--- src/rtl/ea_pkg.sv ---
// Shared encodings for the effective address generator.
// Assumes a flat 32-bit address space and an eight-entry register file.
package ea_pkg;
    localparam int ADDR_W  = 32;
    localparam int NUM_REG = 8;
    localparam int SEL_W   = $clog2(NUM_REG);

    typedef enum logic [1:0] {
        KIND_MEM = 2'd0,
        KIND_IMM = 2'd1,
        KIND_REG = 2'd2,
        KIND_RSV = 2'd3
    } op_kind_e;

    typedef enum logic [1:0] {
        DSZ_NONE = 2'd0,
        DSZ_B8   = 2'd1,
        DSZ_B16  = 2'd2,
        DSZ_B32  = 2'd3
    } disp_size_e;

    // Register code of the stack pointer, which may not act as index.
    localparam logic [SEL_W-1:0] SP_CODE = SEL_W'(4);
endpackage

--- src/rtl/ea_disp_ext.sv ---
// Displacement widener: picks the active low bits of the displacement
// field and sign-extends them to the address width.
// Assumes the field is right-aligned and unused upper bits are junk.
module ea_disp_ext #(
    parameter int W = 32
) (
    input  logic [1:0]   size,
    input  logic [W-1:0] raw,
    output logic [W-1:0] ext
);
    localparam int B8  = 8;
    localparam int B16 = 16;

    // Select and sign-extend by size code.
    always_comb begin
        unique case (size)
            ea_pkg::DSZ_NONE: ext = '0;
            ea_pkg::DSZ_B8:   ext = {{(W-B8){raw[B8-1]}}, raw[B8-1:0]};
            ea_pkg::DSZ_B16:  ext = {{(W-B16){raw[B16-1]}}, raw[B16-1:0]};
            default:          ext = raw;
        endcase
    end
endmodule

--- src/rtl/ea_index_scale.sv ---
// Index term former: gates the index register value and shifts it left
// by the scale code. Assumes scale codes are shift amounts (x1..x8).
module ea_index_scale #(
    parameter int W   = 32,
    parameter int SCW = 2
) (
    input  logic           en,
    input  logic [W-1:0]   idx,
    input  logic [SCW-1:0] sc,
    output logic [W-1:0]   term
);
    // Shift-left mux, one stage per scale bit.
    logic [W-1:0] stage [SCW+1];
    assign stage[0] = en ? idx : '0;

    for (genvar g = 0; g < SCW; g++) begin : g_shift
        assign stage[g+1] = sc[g] ? (stage[g] << (1 << g)) : stage[g];
    end

    assign term = stage[SCW];
endmodule

--- src/rtl/ea_sum.sv ---
// Multi-operand modular adder. Terms are packed side by side; the
// result wraps at W bits with no carry-out. Assumes N is small.
module ea_sum #(
    parameter int W = 32,
    parameter int N = 3
) (
    input  logic [N*W-1:0] terms,
    output logic [W-1:0]   sum
);
    // Accumulate every term into one wrapped sum.
    always_comb begin
        sum = '0;
        for (int i = 0; i < N; i++) begin
            sum = sum + terms[i*W +: W];
        end
    end
endmodule

--- src/rtl/ea_gen.sv ---
// Effective address generator top. Reads base and index from an external
// register file in the request cycle, forms base + index*2^scale + disp
// and registers the result one cycle later with a valid strobe.
// Assumes register file reads are combinational and ready in-cycle.
module ea_gen #(
    parameter int AW  = ea_pkg::ADDR_W,
    parameter int NR  = ea_pkg::NUM_REG,
    parameter int SCW = 2
) (
    input  logic                  clk,
    input  logic                  rst_n,
    input  logic                  req_valid,
    input  logic [1:0]            op_kind,
    input  logic                  base_en,
    input  logic [$clog2(NR)-1:0] base_sel,
    input  logic                  idx_en,
    input  logic [$clog2(NR)-1:0] idx_sel,
    input  logic [SCW-1:0]        scale_code,
    input  logic [1:0]            disp_size,
    input  logic [AW-1:0]         disp,
    output logic [$clog2(NR)-1:0] rf_base_raddr,
    input  logic [AW-1:0]         rf_base_rdata,
    output logic [$clog2(NR)-1:0] rf_idx_raddr,
    input  logic [AW-1:0]         rf_idx_rdata,
    output logic                  out_valid,
    output logic                  out_mem,
    output logic                  out_err,
    output logic [AW-1:0]         out_addr
);
    localparam int SW     = $clog2(NR);
    localparam int NTERMS = 3;
    localparam logic [SW-1:0] SP_SEL = SW'(ea_pkg::SP_CODE);

    logic [AW-1:0] base_term;
    logic [AW-1:0] idx_term;
    logic [AW-1:0] disp_term;
    logic [AW-1:0] sum_addr;
    logic          is_mem;
    logic          bad_idx;

    // Register file read ports follow the selects directly.
    assign rf_base_raddr = base_sel;
    assign rf_idx_raddr  = idx_sel;

    // Base term is zero when the base is absent.
    assign base_term = base_en ? rf_base_rdata : '0;

    ea_index_scale #(.W(AW), .SCW(SCW)) u_scale (
        .en   (idx_en),
        .idx  (rf_idx_rdata),
        .sc   (scale_code),
        .term (idx_term)
    );

    ea_disp_ext #(.W(AW)) u_disp (
        .size (disp_size),
        .raw  (disp),
        .ext  (disp_term)
    );

    ea_sum #(.W(AW), .N(NTERMS)) u_sum (
        .terms ({disp_term, idx_term, base_term}),
        .sum   (sum_addr)
    );

    // Classify the request: memory kind, and illegal stack-pointer index.
    assign is_mem  = (op_kind == ea_pkg::KIND_MEM);
    assign bad_idx = is_mem && idx_en && (idx_sel == SP_SEL);

    // Output register: one-cycle latency, zeroed when idle or not an address.
    always_ff @(posedge clk) begin
        if (!rst_n) begin
            out_valid <= 1'b0;
            out_mem   <= 1'b0;
            out_err   <= 1'b0;
            out_addr  <= '0;
        end else begin
            out_valid <= req_valid;
            out_mem   <= req_valid && is_mem && !bad_idx;
            out_err   <= req_valid && bad_idx;
            out_addr  <= (req_valid && is_mem && !bad_idx) ? sum_addr : '0;
        end
    end

    AST_VALID_FOLLOWS: assert property (@(posedge clk) disable iff (!rst_n)
        req_valid |=> out_valid);
    AST_NO_SPURIOUS: assert property (@(posedge clk) disable iff (!rst_n)
        !req_valid |=> (!out_valid && !out_mem && !out_err));
    AST_NONMEM_NOADDR: assert property (@(posedge clk) disable iff (!rst_n)
        (req_valid && op_kind != 2'd0) |=> (!out_mem && !out_err && out_addr == '0));
    AST_SP_INDEX_ERR: assert property (@(posedge clk) disable iff (!rst_n)
        (req_valid && op_kind == 2'd0 && idx_en && idx_sel == SP_SEL)
            |=> (out_err && !out_mem && out_addr == '0));
    AST_NO_INDEX_NO_ERR: assert property (@(posedge clk) disable iff (!rst_n)
        (req_valid && !idx_en) |=> !out_err);
    AST_MEM_ADDR: assert property (@(posedge clk) disable iff (!rst_n)
        (req_valid && op_kind == 2'd0 && !(idx_en && idx_sel == SP_SEL)
         && !base_en && !idx_en && disp_size == 2'd3)
            |=> (out_mem && out_addr == $past(disp)));
    AST_ERR_EXCLUSIVE: assert property (@(posedge clk) disable iff (!rst_n)
        !(out_err && out_mem));
    AST_RF_ADDR: assert property (@(posedge clk) disable iff (!rst_n)
        (rf_base_raddr == base_sel) && (rf_idx_raddr == idx_sel));
endmodule

--- config.mk ---
export PLATFORM = sky130hd
export DESIGN_NAME = ea_gen
export DESIGN_NICKNAME = d
export VERILOG_FILES = /design/src/rtl/ea_pkg.sv /design/src/rtl/ea_disp_ext.sv /design/src/rtl/ea_index_scale.sv /design/src/rtl/ea_sum.sv /design/src/rtl/ea_gen.sv
export SDC_FILE = /design/constraint.sdc
export NUM_CORES = 1
export LEC_CHECK = 0
export CAP_MARGIN = 20
export CORE_MARGIN = 2
export CORE_UTILIZATION = 35
export DETAILED_ROUTE_END_ITERATION = 10
export MAX_ROUTING_LAYER = met4
export PLACE_DENSITY = 0.64
export SLEW_MARGIN = 30
export SYNTH_ARGS = -nofsm -noshare
export SYNTH_HDL_FRONTEND = slang
export SYNTH_SLANG_ARGS = --single-unit
--- constraint.sdc ---
create_clock -name clk -period 6.3 [get_ports clk]
set_clock_uncertainty 0.15 [all_clocks]
set_input_delay 0.945 -clock clk [delete_from_list [all_inputs] [get_ports clk]]
set_output_delay 0.945 -clock clk [all_outputs]
set_load 0.01 [all_outputs]
==> flow_metrics.env <==
export IMPL_status="finished clean"
export IMPL_irDropWorstVdd_mv=0.123
export IMPL_final_cells=857
export IMPL_crit_type="in -> reg"
export IMPL_ys_ff_latch=35
export IMPL_drive_above_1_share=0.0866
export IMPL_first_pass_iters=4
export IMPL_fin_total_pwr_mw=1.15
export IMPL_clock_root_buffer="clkbuf_16"
export IMPL_setup_viol=0
export IMPL_setup_ws_ps=1130
export IMPL_cts_sinks=35
export IMPL_hold_ws_ps=1090
export IMPL_groute_layer_met2_usage=0.301
export IMPL_cts_hold_buf=0
export IMPL_p_leak_nw=2.88
export IMPL_async_reset_ff_frac=0
export IMPL_cts_tree="yes"
export IMPL_ys_types=55
export IMPL_synth_area_top_cells="dfxtp_1, fa_1, mux4_2"
export IMPL_drtAntennaViolNets=0
export IMPL_rsz0062_at_grt="no"
export IMPL_fill_cells=1294
export IMPL_worstSetupEndpointType="register"
export IMPL_slew_headroom=0.606
export IMPL_drc=0
export IMPL_synth_most_common_cell="nand2_1"
export IMPL_drv_cap=0
export IMPL_io_pins=154
export IMPL_ys_warn_count=0
export IMPL_worstPathCellList="clkdlybuf4s50_1 > or2_2 > and2_1 > fa_1 > ha_1 > fa_1 > a21o_2 > a221oi_2 > or4b_4 > a21boi_2 > a311o_2 > a31oi_1 > mux2i_1 > o21ai_0"
export IMPL_dp_cells=849
export IMPL_ctsHtreeMaxLevel=2
export IMPL_grt_util_met1=0.285
export IMPL_grt_overflow_total=0
export IMPL_place_gp_congestion=0.918
export IMPL_io_buffers=147
export IMPL_required_ps=6280
export IMPL_synthCells=557
export IMPL_critPathSlowestCell="clkdlybuf4s50_1"
export IMPL_synth_edf_count=0
export IMPL_antennaDiodeCount=0
export IMPL_cp_start_kind="input port"
export IMPL_pwr_density_cell_nw_per_um2=180
export IMPL_period_needed_ps=5170
export IMPL_path_delay_family="compound AO/OA/AOI/OAI gates"
export IMPL_grt_most_used_layer="met2"
export IMPL_cp_arrival_ps=5150
export IMPL_post_cts_buffers=0
export IMPL_dieWidth_um=119
export IMPL_avgSynthCellArea_um2=8.36
export IMPL_drt_wl_total_um=13500
export IMPL_setup_tns_ps=0
export IMPL_cts_buffer_depth=2
export IMPL_ys_seq_area_frac=0.150
export IMPL_fp_dieH_um=119
export IMPL_cts_clk_slew_worst_paths_ps=50
export IMPL_numCtsBuffers=5
export IMPL_num_rows=42
export IMPL_vias=4227
export IMPL_yosysTopAreaCellShare=0.150
export IMPL_synth_area_leader_cell="dfxtp_1"
export IMPL_tightest_slew_ps=591
export IMPL_path_common_cell="fa_1"
export IMPL_dp_slack_ps=852
export IMPL_fmax_ghz=0.193
export IMPL_drt_iter0_drc=154
export IMPL_synth_top_flop_cell="dfxtp_1"
export IMPL_grt_max_degree=34
export IMPL_crit_fanout=13
export IMPL_postCtsResizedCells=0
export IMPL_yosys_top_cells_count="nand2_1, inv_1, a21oi_1"
export IMPL_hold_viol_final=0
export IMPL_initial_utilization=0.355
export IMPL_crit_buf_inv=1
export IMPL_dieArea_um2=14200
export IMPL_grt_usage=0.197
export IMPL_worstHoldPathType="in -> reg"
export IMPL_maxSlewViolCount=0
export IMPL_wl_per_cell_um=15.8
export IMPL_met3_usage=0.0101
export IMPL_grt_pass1_wl_um=21900
export IMPL_grt_pass1_vias=4240
export IMPL_syn_cell_area_um2=4660
export IMPL_antenna_found_initial=0
export IMPL_viasPerCell=4.93
export IMPL_dpl_hpwl_um=11800
export IMPL_syn_to_final_growth_pct=36.4
export IMPL_core_um2=13100
export IMPL_finalCritPeriodShare=0.821
export IMPL_nets=855
export IMPL_synth_fp_nets=732
export IMPL_cpPeakStageDelay_ps=630
==> flip-flops by register name, indices dropped and copies added (netlist names) <==
| signal | cells |
|---|---|
| out_addr | 32 |
| out_err | 1 |
| out_mem | 1 |
| out_valid | 1 |
==> per-layer routing <==
layer | wire length (um) | part of all wire
met3 | 507 | 0.038
met4 | 252 | 0.019
met1 | 6640 | 0.49
met2 | 6100 | 0.45
met5 | 0 | 0
==> placed cells by master (no fill, tap or decap), types with 3 or more instances in the layout <==
cell | Yosys | routed
mux4_2 | 27 | 27
o21bai_1 | 3 | 3
fa_1 | 32 | 32
nand4_1 | 7 | 7
xor2_1 | 11 | 11
mux2i_1 | 5 | 5
nand2_1 | 91 | 91
o21ai_0 | 7 | 7
buf_4 | 10 | 6
a31o_2 | 3 | 3
dfxtp_1 | 35 | 35
nand2b_1 | 4 | 4
xnor2_1 | 15 | 15
a31oi_1 | 3 | 3
a21o_1 | 23 | 23
nor3_1 | 6 | 6
a21oi_1 | 52 | 52
inv_1 | 64 | 64
clkdlybuf4s50_1 | 0 | 146
o211ai_1 | 3 | 3
nor2_1 | 45 | 45
a21o_2 | 3 | 3
clkbuf_16 | 0 | 5
nand3_1 | 12 | 12
ha_1 | 30 | 30
and2_1 | 6 | 6
==> area by class of cell <==
class                      count  area [um2]  share of cell area
sequential                    35         701               0.110
multi-input combinational    422        3530               0.555
inverter                      64         240              0.0378
timing repair buffer         152        1510               0.237
tap                          176         220              0.0347
clock buffer                   8         156              0.0246
==> per-stage QoR <==
step | cell area (um2) | util
2_1_floorplan | 4660 | -
3_3_place_gp | 6190 | 0.471
3_5_place_dp | 6190 | 0.471
4_1_cts | 6350 | 0.483
5_1_grt | 6350 | 0.484
6_report | 6350 | 0.484
==> final timing paths <==
check | start | to | slack, ps | cells past startpoint
worst max-delay path | disp_size[1] | out_addr[31] | 1130 | 14
worst min-delay path | req_valid | out_err | 1090 | 3
==> kinds of logic (layout without fill, tap and decap cells) <==
group,count (synthesis),count (layout),synth area share
AO/OA/AOI/OAI,117,117,0.171
multiplexers,33,33,0.144
AND/OR/NAND/NOR,183,183,0.171
XOR/XNOR,27,27,0.0537
adder cells (fa/ha/maj),62,62,0.218
buffers and inverters,100,224,0.0921
flip-flops,35,35,0.150
==> worst min-delay path: cells and delay by family <==
kind          cells  cell delay, ps
buf+inv           1             400
simple gates      2             120
==> where the power goes <==
| part | internal, mW | switching [mW] |
|---|---|---|
| clock | 0.168 | 0.0794 |
| combinational | 0.310 | 0.355 |
| sequential | 0.231 | 0.00236 |
| total | 0.708 | 0.437 |
Note: power is estimated with default switching activity, not from simulation.
